<file path="config.mk">
export PLATFORM = sky130hd
export DESIGN_NAME = shex_net
export DESIGN_NICKNAME = d
export VERILOG_FILES = /design/src/rtl/shex_pkg.sv /design/src/rtl/shex_shuffle.sv /design/src/rtl/shex_exchange.sv /design/src/rtl/shex_ctrl.sv /design/src/rtl/shex_net.sv
export SDC_FILE = /design/constraint.sdc
export NUM_CORES = 1
export LEC_CHECK = 0
export BUFFER_PORTS_ARGS = -buffer_cell sky130_fd_sc_hd__buf_4
export CAP_MARGIN = 15
export CELL_PAD_IN_SITES_DETAIL_PLACEMENT = 0
export CELL_PAD_IN_SITES_GLOBAL_PLACEMENT = 1
export CORE_MARGIN = 1
export CORE_UTILIZATION = 40
export DETAILED_ROUTE_END_ITERATION = 12
export PLACE_DENSITY_LB_ADDON = 0.1
export RECOVER_POWER = 50
export SLEW_MARGIN = 30
export SYNTH_ARGS = -nofsm -noshare
export SYNTH_HDL_FRONTEND = slang
export SYNTH_HIERARCHICAL = 1
export SYNTH_SLANG_ARGS = --single-unit
</file>
<file path="constraint.sdc">
create_clock -name clk -period 1.95 [get_ports clk]
set_input_delay 0 -clock clk [delete_from_list [all_inputs] [get_ports clk]]
set_output_delay 0 -clock clk [all_outputs]
set_load 0.02 [all_outputs]
</file>
<file path="src/rtl/shex_pkg.sv">
package shex_pkg;
   // rotate an address left by one within a width
   function automatic int unsigned rotl1(input int unsigned a, input int unsigned w);
      int unsigned msb;
      msb = (a >> (w - 1)) & 1;
      return ((a << 1) & ((1 << w) - 1)) | msb;
   endfunction

   // inverse: rotate right by one
   function automatic int unsigned rotr1(input int unsigned a, input int unsigned w);
      return (a >> 1) | ((a & 1) << (w - 1));
   endfunction
endpackage

</file>
<file path="src/rtl/shex_shuffle.sv">
module shex_shuffle #(
   parameter int ADDR_W = 3,
   parameter int DATA_W = 8,
   localparam int N     = 1 << ADDR_W
) (
   input  logic [N*DATA_W-1:0] vec_i,
   output logic [N*DATA_W-1:0] vec_o
);
   import shex_pkg::*;
   // destination d receives the word whose address rotates left onto d
   for (genvar d = 0; d < N; d++) begin : g_dst
      localparam int SRC = int'(rotr1(d, ADDR_W));
      assign vec_o[d*DATA_W +: DATA_W] = vec_i[SRC*DATA_W +: DATA_W];
   end
endmodule

</file>
<file path="src/rtl/shex_exchange.sv">
module shex_exchange #(
   parameter int ADDR_W = 3,
   parameter int DATA_W = 8,
   localparam int N     = 1 << ADDR_W,
   localparam int PAIRS = N / 2
) (
   input  logic [N*DATA_W-1:0] vec_i,
   input  logic [PAIRS-1:0]    swap_i,
   output logic [N*DATA_W-1:0] vec_o
);
   for (genvar j = 0; j < PAIRS; j++) begin : g_pair
      localparam int LO = 2 * j;
      localparam int HI = 2 * j + 1;
      logic [DATA_W-1:0] w_lo, w_hi;
      assign w_lo = vec_i[LO*DATA_W +: DATA_W];
      assign w_hi = vec_i[HI*DATA_W +: DATA_W];
      assign vec_o[LO*DATA_W +: DATA_W] = swap_i[j] ? w_hi : w_lo;
      assign vec_o[HI*DATA_W +: DATA_W] = swap_i[j] ? w_lo : w_hi;
   end
endmodule

</file>
<file path="src/rtl/shex_ctrl.sv">
module shex_ctrl #(
   parameter int PASS_W = 4
) (
   input  logic              clk,
   input  logic              rst_n,
   input  logic              start_i,
   input  logic [PASS_W-1:0] passes_i,
   output logic              load_o,
   output logic              step_o,
   output logic              busy_o,
   output logic              done_o
);
   logic [PASS_W-1:0] left_q;
   logic              busy_q, done_q;

   assign load_o = start_i & ~busy_q;
   assign step_o = busy_q;
   assign busy_o = busy_q;
   assign done_o = done_q;

   always_ff @(posedge clk or negedge rst_n) begin
      if (!rst_n) begin
         left_q <= '0;
         busy_q <= 1'b0;
         done_q <= 1'b0;
      end else if (load_o) begin
         left_q <= passes_i;
         busy_q <= (passes_i != '0);
         done_q <= (passes_i == '0);
      end else if (busy_q) begin
         left_q <= left_q - 1'b1;
         busy_q <= (left_q != PASS_W'(1));
         done_q <= (left_q == PASS_W'(1));
      end else begin
         done_q <= 1'b0;
      end
   end
endmodule

</file>
<file path="src/rtl/shex_net.sv">
module shex_net #(
   parameter int ADDR_W = 3,
   parameter int DATA_W = 8,
   parameter int PASS_W = 4,
   localparam int N     = 1 << ADDR_W,
   localparam int PAIRS = N / 2,
   localparam int VW    = N * DATA_W
) (
   input  logic              clk,
   input  logic              rst_n,
   input  logic              start_i,
   input  logic [PASS_W-1:0] passes_i,
   input  logic [VW-1:0]     data_i,
   input  logic [PAIRS-1:0]  xchg_i,
   output logic [VW-1:0]     data_o,
   output logic              busy_o,
   output logic              done_o
);
   if (ADDR_W < 1 || ADDR_W > 10) begin : g_bad_addr
      $error("shex_net: ADDR_W out of range");
   end
   if (DATA_W < 1) begin : g_bad_data
      $error("shex_net: DATA_W must be positive");
   end
   if (PASS_W < 1) begin : g_bad_pass
      $error("shex_net: PASS_W must be positive");
   end

   logic [VW-1:0] vec_q, shuf_w, exch_w;
   logic          load_w, step_w;

   shex_ctrl #(.PASS_W(PASS_W)) ctrl_i (
      .clk      (clk),
      .rst_n    (rst_n),
      .start_i  (start_i),
      .passes_i (passes_i),
      .load_o   (load_w),
      .step_o   (step_w),
      .busy_o   (busy_o),
      .done_o   (done_o)
   );

   shex_shuffle #(.ADDR_W(ADDR_W), .DATA_W(DATA_W)) shuf_i (
      .vec_i (vec_q),
      .vec_o (shuf_w)
   );

   shex_exchange #(.ADDR_W(ADDR_W), .DATA_W(DATA_W)) exch_i (
      .vec_i  (shuf_w),
      .swap_i (xchg_i),
      .vec_o  (exch_w)
   );

   always_ff @(posedge clk or negedge rst_n) begin
      if (!rst_n)      vec_q <= '0;
      else if (load_w) vec_q <= data_i;
      else if (step_w) vec_q <= exch_w;
   end

   assign data_o = vec_q;
endmodule

</file>
* After elaboration in Yosys (flattened, before gate mapping)
Cells that the tools add are included.
** Word-level totals
- Register bits after elaboration :: 70
- Output and inout bits :: 66
- Input port bits :: 75
- Logic and storage cells :: 34
** Operators by class
- Eq/ne operators :: 2
- Bitwise operators :: 2
- Muxes and demuxes :: 16
- Reduce and logical (&&, ||, !) cells :: 7
- $add $sub $neg :: 1
** Operators by type and width (count)
- 64-bit two-way mux :: 2
- 8-bit two-way mux :: 8
- 4-bit two-way mux :: 2
- 2-bit nonzero test :: 3
- 4-bit by 1-bit == test with 1-bit output, second input constant :: 1
- 4-bit zero test :: 1
- 1-bit two-way mux :: 4
- 4-bit by 1-bit inequality test with 1-bit output, second input constant :: 1
- 2-bit AND reduction :: 2
- 4-bit nonzero test :: 1
- 4-bit by 1-bit subtractor with 4-bit output, second input constant :: 1
- 1-bit AND :: 1
- 1-bit inverter :: 1

* Longest topological paths before layout
Gate-level depths: netlist of run 1.
- Word-level depth :: 4
- Mapped depth :: 6
- Mapped depth without buffers :: 4

* Modules after synthesis
Netlist of run 1, hierarchy kept.
** By module, submodules not included
- shex_net :: times used 1, seq. area each 1601.5 um^2, area each 2965.3 um^2, cells each 277
- shex_exchange :: times used 1, seq. area each 0.0 um^2, area each 996.0 um^2, cells each 72
- shex_shuffle :: times used 1, seq. area each 0.0 um^2, area each 480.5 um^2, cells each 64
- shex_ctrl :: times used 1, seq. area each 150.1 um^2, area each 351.6 um^2, cells each 35

* Worst setup path after synthesis of run 1
No wires, ideal clock.
- Path type :: reg2reg
- Start :: register ctrl_i.busy_q (netlist: ctrl_i/busy_o)
- End :: register vec_q[10] (netlist: data_o[10])
- Path buffers :: 3
- Data required time :: 1818 ps
- Stages on the path, launching flop included :: 6
- Setup slack :: 448 ps
- Arrival :: 1370 ps
- Period minus slack after synthesis :: 1502 ps
- Path through :: dfrtp_1 > clkbuf_1 > nor2b_1 > buf_4 > clkbuf_1 > o21ai_1
** On the way
- Word-level cells in the longest chain between the ends :: 3
** RTL lines
- start: declaration :: RTL line shex_ctrl.sv:14 : logic busy_q, done_q;
- start signal: assignment :: RTL line shex_ctrl.sv:28 : busy_q <= (passes_i != '0);
- start signal: assignment :: RTL line shex_ctrl.sv:32 : busy_q <= (left_q != PASS_W'(1));
- 1-bit inverter * :: RTL line shex_ctrl.sv:16 : assign load_o = start_i & ~busy_q;
- 1-bit AND * :: RTL line shex_ctrl.sv:16
- named net load_w :: RTL line shex_net.sv:30 : logic load_w, step_w;
- 64-bit two-way mux or 2-bit nonzero test (tied branches)
- end signal: assignment :: RTL line shex_net.sv:56 : else if (load_w) vec_q <= data_i;
- end signal: assignment :: RTL line shex_net.sv:57 : else if (step_w) vec_q <= exch_w;
- end: declaration :: RTL line shex_net.sv:29 : logic [VW-1:0] vec_q, shuf_w, exch_w;
The timed path passes the listed nets; every way through them passes the cells marked *.
A chain may end at the register's enable or synchronous reset.

* Worst setup path after layout of run 1
- Start :: register ctrl_i.busy_q (netlist: ctrl_i/busy_o)
- End :: register vec_q[11] (netlist: data_o[11])
Same word-level chain as after synthesis.

==> results of run 1 <==
[layout by cell type (no fill, tap or decap), drive strengths merged]
cell type    Yosys  routed
o21ai           64      64
a21oi            4       4
clkbuf          10      72
nor2b            5       5
ha               2       2
buf             86      87
a21o             1       1
mux2            64      64
nor3             2       2
nor4bb           1       1
xnor2            2       2
a211oi           4       4
dfrtp           70      70
nand2           64      64
inv              2       2
or4              1       1
dlygate4sd3      0      70
nor2             2       2
bufinv           0       3
mux2i           64      64
[cell type report]
cell class | count | area (um2) | area share (%)
Multi-Input combinational cell | 280 | 2260 | 36.6
Clock buffer | 13 | 260 | 4.21
Sequential cell | 70 | 1760 | 28.4
Clock inverter | 3 | 90.1 | 1.46
Tap cell | 143 | 179 | 2.90
Timing Repair Buffer | 216 | 1630 | 26.3
Inverter | 2 | 7.51 | 0.122
[sequential cells by signal (all words and copies together), names as in the netlist]
register and count:
data_o 64, ctrl_i/busy_o 1, ctrl_i/left_q 4, ctrl_i/done_o 1
[timing repair]
action,CTS,global route
hold endpoints to repair,128,0
buffers inserted,0,0
hold buffers,70,0
[synth_stat cells]
master,number
nor2_4,1
o21ai_1,60
a21oi_1,4
nor2_1,1
buf_2,5
a211oi_1,4
clkbuf_1,10
nor3_1,2
nor4bb_1,1
mux2_2,24
buf_12,4
mux2i_1,64
nor2b_1,5
or4_4,1
buf_6,5
ha_1,2
nand2_1,64
inv_1,2
o21ai_0,4
a21o_1,1
xnor2_1,2
dfrtp_1,70
buf_4,66
buf_8,6
mux2_4,40
[worst reg2reg max path, cell delays in order (launching register included)]
cell and delay (ns):
dfrtp_4 0.59, nor2b_4 0.21, buf_12 0.29, nand2_1 0.13, o21ai_1 0.09
[final timing paths]
kind / startpoint / endpoint / slack [ns] / cells after the start
max in group asynchronous: rst_n / data_o[37] / 1.01 / 3
worst max register to register: ctrl_i/busy_o / data_o[11] / 0.57 / 4
worst min register to register: ctrl_i/left_q[0] / ctrl_i/left_q[0] / 0.53 / 1
worst min-delay path: xchg_i[0] / data_o[10] / 0.29 / 4
worst max-delay path: ctrl_i/busy_o / data_o[11] / 0.57 / 4
min in group asynchronous: rst_n / ctrl_i/busy_o / 0.31 / 2
[metrics by stage]
step           area [um2]  cells  setup WS (ns)
2_1_floorplan        4790    448          0.448
3_3_place_gp         5350    641          0.579
3_5_place_dp         5350    641          0.562
4_1_cts              6400    727          0.540
5_1_grt              6170    727          0.466
6_report             6170    727          0.567
[metal layers]
layer | GRT usage, % | share of wire (%) | up-vias
li1 | - | - | 1734
met1 | 24.1 | 45 | 1663
met5 | 0 | 0 | -
met2 | 33.7 | 49 | 85
met3 | 4.57 | 4.4 | 11
met4 | 6.22 | 1.3 | 0
[power by group]
| group | switching (mW) | internal, mW |
|---|---|---|
| combinational | 2.30 | 2.16 |
| clock | 0.622 | 1.32 |
| sequential | 0.816 | 2.16 |
[kinds of logic (layout without fill, tap and decap cells)]
logic type / count (synthesis) / in the layout / synth area share [%]
buf+inv: 98 / 234 / 16.5
compound gates: 73 / 73 / 7.88
xor+xnor: 2 / 2 / 0.366
simple gates: 75 / 75 / 6.63
fa+ha+maj: 2 / 2 / 0.522
flops: 70 / 70 / 36.5
mux: 128 / 128 / 31.5
==> flow_summary.json, run 1 <==
{
  "root_buffer": "clkbuf_16",
  "finalCritPeriodShare_pct": 70.9,
  "setup-tns-final_ns": 0,
  "ys_seq_elements": 70,
  "tritoncts": "built",
  "syn_area_per_cell_um2": 10.7,
  "synth_top_area_share_pct": 36.5,
  "synth_cells": 448,
  "track_usage_pct": 19.5,
  "status": "finished, violations left",
  "nFillCells": 1118,
  "grt_pass1_vias": 3606,
  "routedWlPerCell_um": 15.9,
  "total_power_mw": 9.38,
  "critPathArrivalTime_ns": 1.64,
  "crit_path_start_kind": "flip-flop",
  "cts-resized-gates": 0,
  "overflow": 0,
  "slowest_stage": "dfrtp_4",
  "core_area_mm2": 0.0116,
  "max-cap-violations": 0,
  "syn-cell-area_mm2": 0.00479,
  "vdd_drop_max_mv": 0.705,
  "antenna_cells": 0,
  "min_path_type": "in2reg",
  "fin_hold_ws_ns": 0.295,
  "crit_chain": "nor2b_4 > buf_12 > nand2_1 > o21ai_1",
  "detailed_place_hpwl_um": 7760,
  "clock-sinks": 70,
  "clk-insertion-delay-late_ns": 0.33,
  "hold_violations": 0,
  "synth_cell_type_count": 25,
  "grt_max_degree": 75,
  "die-area_mm2": 0.0124,
  "final_antenna_net_count": 0,
  "drt_iter0_markers": 193,
  "ys_top_cells_by_area": "dfrtp_1 (37%), mux2i_1 (13%), mux2_4 (13%), buf_4 (10%), o21ai_1 (6.3%)",
  "ys_seq_area_share_pct": 36.5,
  "setup_violations": 0,
  "syn-num-nets": 525,
  "worst_ep_required_time_ns": 2.21,
  "slowest_delay_ns": 0.59,
  "slew_violations": 0,
  "utilization_pct": 53.4,
  "die_h_um": 111,
  "violations": "design-rule violations",
  "critical_path_class": "reg2reg",
  "fin_nets": 656,
  "endpoint_kind": "flip-flop",
  "grt_pass1_wl_um": 18900,
  "cts_buffers": 9,
  "vias": 3493,
  "antenna_found_initial": 0,
  "first_pass_iters": 11,
  "clk_pin_slew_worst_paths_ns": 0.06,
  "powerDensity_mw_per_mm2": 1520,
  "drc_errors": 9,
  "io_buffers": 140,
  "clock_skew_ns": 0.00450,
  "num_rows": 39,
  "clk_path_buf_depth": 2,
  "rsz0062_at_grt": "no",
  "min_period_ns": 1.38,
  "slew_headroom_pct": 44.9,
  "initial_utilization_pct": 41.4,
  "drt_wl_total_um": 11600,
  "viasPerCell": 4.80,
  "max_slew.worst_pin.slew_ns": 0.827,
  "power.leakage_nw": 3.10,
  "fmax_mhz": 723,
  "path_delay_family": "flip-flops",
  "fp.dieW_um": 111,
  "cp_max_fo": 74,
  "boundaryPins": 141,
  "synth.largest_area_cell": "dfrtp_1",
  "path_buf_inv": 1,
  "layout-drive-gt1-share_pct": 28.9,
  "area_growth_pct": 28.8,
  "htreeDepth": 3,
  "gp_congestion": 0.745,
  "synth_warnings": 6
}
Note: power is estimated with default switching activity, not from simulation.
==> inputs of run 2 (changes only) <==
==> constraint.sdc (replaced) <==
create_clock -name clk -period 1.3 [get_ports clk]
set_input_delay 0 -clock clk [delete_from_list [all_inputs] [get_ports clk]]
set_output_delay 0 -clock clk [all_outputs]
set_load 0.02 [all_outputs]
==> run 2 against run 1 <==
Effect of this change:
- the flow still finishes with violations (design-rule violations)
- maximum frequency grew 12%
- non-clock buffer count grew 19
- sequential power up 48%
- clock skew down 0.0015 ns
- hold slack worse by 0.044 ns
- via count grew 2.6%
- setup slack got worse by 0.50 ns
- core utilization up 2.2 points
==> flow_summary.json, run 2 (synthesized netlist as in run 1, its figures left out) <==
{
  "endpoint_kind": "flip-flop",
  "worstReg2RegEnd": "data_o[63]",
  "grt_max_degree": 65,
  "first_pass_iters": 8,
  "fp.dieW_um": 111,
  "wl_met3_um": 477,
  "fmax_mhz": 808,
  "clk-insertion-delay-late_ns": 0.32,
  "slew_headroom_pct": 54.7,
  "place_inst": 651,
  "drt_wl_total_um": 12300,
  "area_growth_pct": 34.1,
  "setup_violations": 0,
  "status": "finished, violations left",
  "viasPerCell": 4.82,
  "largest_reg_flops": 64,
  "final_cell_mix": "buf_4 (122), dlygate4sd3_1 (70), dfrtp_1 (69), mux2i_1 (64), nand2_1 (64)",
  "rrSetupSlack_ns": 0.06,
  "initial_utilization_pct": 41.4,
  "vias": 3585,
  "critPathArrivalTime_ns": 1.44,
  "max_slew.worst_pin.slew_ns": 0.680,
  "gp_congestion": 0.733,
  "finalNonFillerCells": 744,
  "rr_startpoint": "ctrl_i/busy_o",
  "finalCritPeriodShare_pct": 95.2,
  "min_path_type": "in2async",
  "max-cap-violations": 0,
  "grt_pass1_wl_um": 19000,
  "final_common_cell": "buf_4",
  "htreeDepth": 3,
  "setup-tns-final_ns": 0,
  "num_rows": 39,
  "min_period_ns": 1.24,
  "power.leakage_nw": 3.29,
  "fin_nets": 675,
  "clock-sinks": 70,
  "tritoncts": "built",
  "core_area_mm2": 0.0116,
  "die-area_mm2": 0.0124,
  "utilization_pct": 55.6,
  "worst_r2r_path_depth": 4,
  "final_antenna_net_count": 0,
  "critical_path_class": "reg2reg",
  "detailed_place_hpwl_um": 8260,
  "grt_pass1_vias": 3599,
  "io_buffers": 140,
  "clock_skew_ns": 0.00298,
  "boundaryPins": 141,
  "clk_pin_slew_worst_paths_ns": 0.06,
  "antenna_cells": 0,
  "overflow": 0,
  "track_usage_pct": 19.6,
  "antenna_found_initial": 0,
  "hold_violations": 0,
  "die_h_um": 111,
  "crit_path_start_kind": "flip-flop",
  "nFillCells": 1115,
  "top_layer_used": "met4",
  "cp_max_fo": 14,
  "violations": "design-rule violations",
  "wl_met2_um": 6000,
  "clk_path_buf_depth": 2,
  "cts_buffers": 9,
  "drt_iter0_markers": 139,
  "slew_violations": 0,
  "total_power_mw": 14.4,
  "vdd_drop_max_mv": 0.927,
  "worst_ep_required_time_ns": 1.50,
  "powerDensity_mw_per_mm2": 2240,
  "routedWlPerCell_um": 16.5,
  "wl_met1_um": 5610,
  "layout-drive-gt1-share_pct": 35.8,
  "drc_errors": 11,
  "root_buffer": "clkbuf_16"
}
-- run 2: layout make-up --
class | instances | area [um2] | area share (%)
well taps | 143 | 179 | 2.78
multi-input cells | 280 | 2260 | 35.1
repair buffers | 235 | 1950 | 30.4
clock inverters | 1 | 5.00 | 0.0779
inverters | 2 | 7.51 | 0.117
clock buffers | 13 | 270 | 4.21
flip-flops and latches | 70 | 1760 | 27.3
-- run 2: repair_timing --
item	4_1_cts	5_1_grt
hold buffers	70	0
resized for setup	0	1
endpoints found under the hold margin	140	0
buffers inserted	0	7
setup endpoints to repair	0	41
-- run 2: routing by layer --
layer | vias to the layer above | track usage (%)
met5 | - | 0
met4 | 0 | 7.21
met3 | 11 | 3.10
met2 | 88 | 32.4
met1 | 1709 | 25.8
li1 | 1777 | -
-- run 2: worst max-delay path, cell delays in order, from the launching register on --
cell and delay (ns):
dfrtp_4 0.52, nor2b_4 0.14, buf_12 0.14, buf_4 0.19, o21ai_0 0.11
-- run 2: worst max-delay path by stage --
stage,slack (ns),startpoint,endpoint,cells past startpoint
after floorplan,0.007,ctrl_i/busy_o,data_o[10],6
after global placement,0.06,ctrl_i/busy_o,data_o[0],3
after detailed placement,0.03,ctrl_i/busy_o,data_o[0],3
after CTS,0.02,ctrl_i/busy_o,data_o[0],3
after global routing,-0.004,ctrl_i/busy_o,data_o[35],5
final,0.06,ctrl_i/busy_o,data_o[63],4
-- run 2: stage by stage --
step	hold slack [ns]	setup slack [ns]	area (um2)
after floorplan	-0.296	0.00683	4840
after global placement	-0.0555	0.0629	5460
after detailed placement	-0.0550	0.0310	5460
after CTS	0.146	0.0249	6430
after global routing	0.317	-0.00393	6430
final	0.250	0.0623	6430
-- run 2: power by group --
| group | switching [mW] | leakage, nW | internal [mW] |
|---|---|---|---|
| clock | 0.885 | 0.138 | 1.42 |
| sequential | 1.18 | 0.873 | 3.24 |
| combinational | 3.69 | 2.27 | 3.97 |
==> inputs of run 3 (changes only) <==
--- a/config.mk
+++ b/config.mk
@@ -10,7 +10,7 @@
 export CELL_PAD_IN_SITES_DETAIL_PLACEMENT = 0
 export CELL_PAD_IN_SITES_GLOBAL_PLACEMENT = 1
 export CORE_MARGIN = 1
-export CORE_UTILIZATION = 40
+export CORE_UTILIZATION = 36
 export DETAILED_ROUTE_END_ITERATION = 12
 export PLACE_DENSITY_LB_ADDON = 0.1
 export RECOVER_POWER = 50
==> constraint.sdc (replaced) <==
create_clock -name clk -period 1 [get_ports clk]
set_input_delay 0 -clock clk [delete_from_list [all_inputs] [get_ports clk]]
set_output_delay 0 -clock clk [all_outputs]
set_load 0.02 [all_outputs]
==> run 3 against run 2 <==
Effect of this change:
- core utilization rose by 6.0 points
- sequential share of layout area is 5.1 points lower
- final area grew 23%
- maximum frequency is 0.41% lower
- clock skew rose by 0.00087 ns
- clock power is 34% higher
- setup slack worse by 0.31 ns
- final cell count up 15%
- the run ends with negative setup slack left
- global-route usage decreased by 0.22 points
- sequential power up 28%
- clock-buffer cell count rose by 3
- via count rose by 10%
==> flow_summary.json, run 3 (synthesized netlist as in run 1, its figures left out) <==
{
  "rsz0062_at_grt": "yes",
  "clock_skew_ns": 0.00385,
  "hold-path-cell-count": 4,
  "status": "finished, violations left",
  "routedWlPerCell_um": 16.0,
  "powerDensity_mw_per_mm2": 3010,
  "worst_r2r_path_depth": 5,
  "core_area_mm2": 0.0128,
  "drt_iter0_markers": 102,
  "cp_max_fo": 7,
  "place_inst": 750,
  "viasPerCell": 4.64,
  "swShare_pct": 36.7,
  "area_growth_pct": 64.8,
  "vdd_drop_max_mv": 1.66,
  "hold_start": "passes_i[3]",
  "root_buffer": "clkbuf_16",
  "fp.dieW_um": 117,
  "fmax_mhz": 805,
  "power.leakage_nw": 4.02,
  "min_period_ns": 1.24,
  "critPathArrivalTime_ns": 1.50,
  "worst_ep_required_time_ns": 1.26,
  "fin_ws_ns": -0.243,
  "hold_end": "ctrl_i/done_o",
  "grt_pass1_vias": 4050,
  "p_int_mw": 15.1,
  "finalNonFillerCells": 853,
  "htreeDepth": 3,
  "cts_buffers": 9,
  "min_path_type": "in2reg",
  "first_pass_iters": 4,
  "critPathLaunch": "ctrl_i/busy_o",
  "final_cell_mix": "buf_6 (127), buf_4 (96), dlygate4sd3_1 (69), dfrtp_1 (67), mux2i_1 (61)",
  "utilization_pct": 61.6,
  "clock-sinks": 70,
  "endpoint_kind": "flip-flop",
  "max_slew.worst_pin.slew_ns": 0.677,
  "initial_utilization_pct": 37.4,
  "finalCritPeriodShare_pct": 124,
  "total_power_mw": 23.8,
  "grt_max_degree": 55,
  "slew_violations": 0,
  "pre_cts_ws_ns": -0.225,
  "violations": "negative setup slack",
  "worstReg2RegEnd": "data_o[28]",
  "rr_startpoint": "ctrl_i/busy_o",
  "hold_violations": 0,
  "comb_power_share_pct": 63.2,
  "max-cap-violations": 0,
  "grt_pass1_wl_um": 20800,
  "final_antenna_net_count": 0,
  "antenna_cells": 0,
  "num_rows": 41,
  "drt_wl_total_um": 13700,
  "track_usage_pct": 19.3,
  "clkPwrFrac_pct": 13.0,
  "critical_path_class": "reg2reg",
  "clk_pin_slew_worst_paths_ns": 0.05,
  "crit_path_start_kind": "flip-flop",
  "clk-insertion-delay-late_ns": 0.34,
  "die_h_um": 117,
  "clk_path_buf_depth": 2,
  "rrSetupSlack_ns": -0.24,
  "p_seq_share_pct": 23.8,
  "fin_nets": 753,
  "overflow": 0,
  "setup-tns-final_ns": -14.01,
  "drc_errors": 0,
  "final_common_cell": "buf_6",
  "gp_congestion": 0.774,
  "layout-drive-gt1-share_pct": 53.7,
  "largest_reg_flops": 64,
  "die-area_mm2": 0.0138,
  "io_buffers": 140,
  "detailed_place_hpwl_um": 8900,
  "vias": 3958,
  "setup_violations": 97,
  "boundaryPins": 141,
  "antenna_found_initial": 0,
  "slew_headroom_pct": 54.9,
  "p_switching_mw": 8.71,
  "tritoncts": "built"
}
## run 3: worst max-delay path by stage
stage,endpoint,slack (ns),depth (start not counted)
global placement,data_o[20],-0.20,5
detailed placement,data_o[15],-0.23,5
CTS,busy_o,-0.25,3
floorplan,data_o[10],-0.26,5
global route,data_o[13],-0.28,5
finish,data_o[28],-0.24,5
## run 3: layout make-up
cell class	instances	area [um2]
fillers	1087	4920
repair buffers	313	3230
multi-input cells	280	2410
flip-flops and latches	70	1760
clock buffers	16	282
well taps	172	215
inverters	2	7.51
## run 3: through the flow
stage / cell area, um2 / hold WS, ns
finish: 7900 / 0.0936
global route: 7900 / 0.0881
CTS: 7560 / 0.0763
detailed placement: 6060 / -0.0559
global placement: 6060 / -0.0611
floorplan: 4880 / -0.296
## run 3: what timing repair did
item | CTS | global route
setup buffers | 8 | 3
setup endpoints to repair | 131 | 131
gates cloned | 0 | 7
pin swaps | 0 | 4
endpoints found under the hold margin | 138 | 0
hold buffers | 69 | 0
gates resized for setup | 130 | 50
## run 3: layer usage
metal  vias up  global-route usage [%]  routed length [um]
li1       1955                       -                   -
met1      1896                    23.4                6130
met2        96                    33.9                6900
met3        11                    4.23                 466
met4         0                    6.09                 180
met5         -                       0                   0
## run 3: power by group through the flow
| stage | registers (mW) | clock network, mW | logic, mW |
|---|---|---|---|
| detailed placement | 5.46 | 0 | 12.1 |
| CTS | 5.63 | 3.17 | 14.2 |
| floorplan | 6.62 | 0 | 7.26 |
| global route | 5.86 | 3.30 | 16.0 |
| global placement | 5.41 | 0 | 12.0 |
| finish | 5.65 | 3.09 | 15.0 |
## run 3: worst max-delay path: stages (launching register included)
cell	delay, ns
dfrtp_4	0.51
nor2b_4	0.18
buf_6	0.17
clkbuf_16	0.18
nand2_2	0.05
o21ai_1	0.08
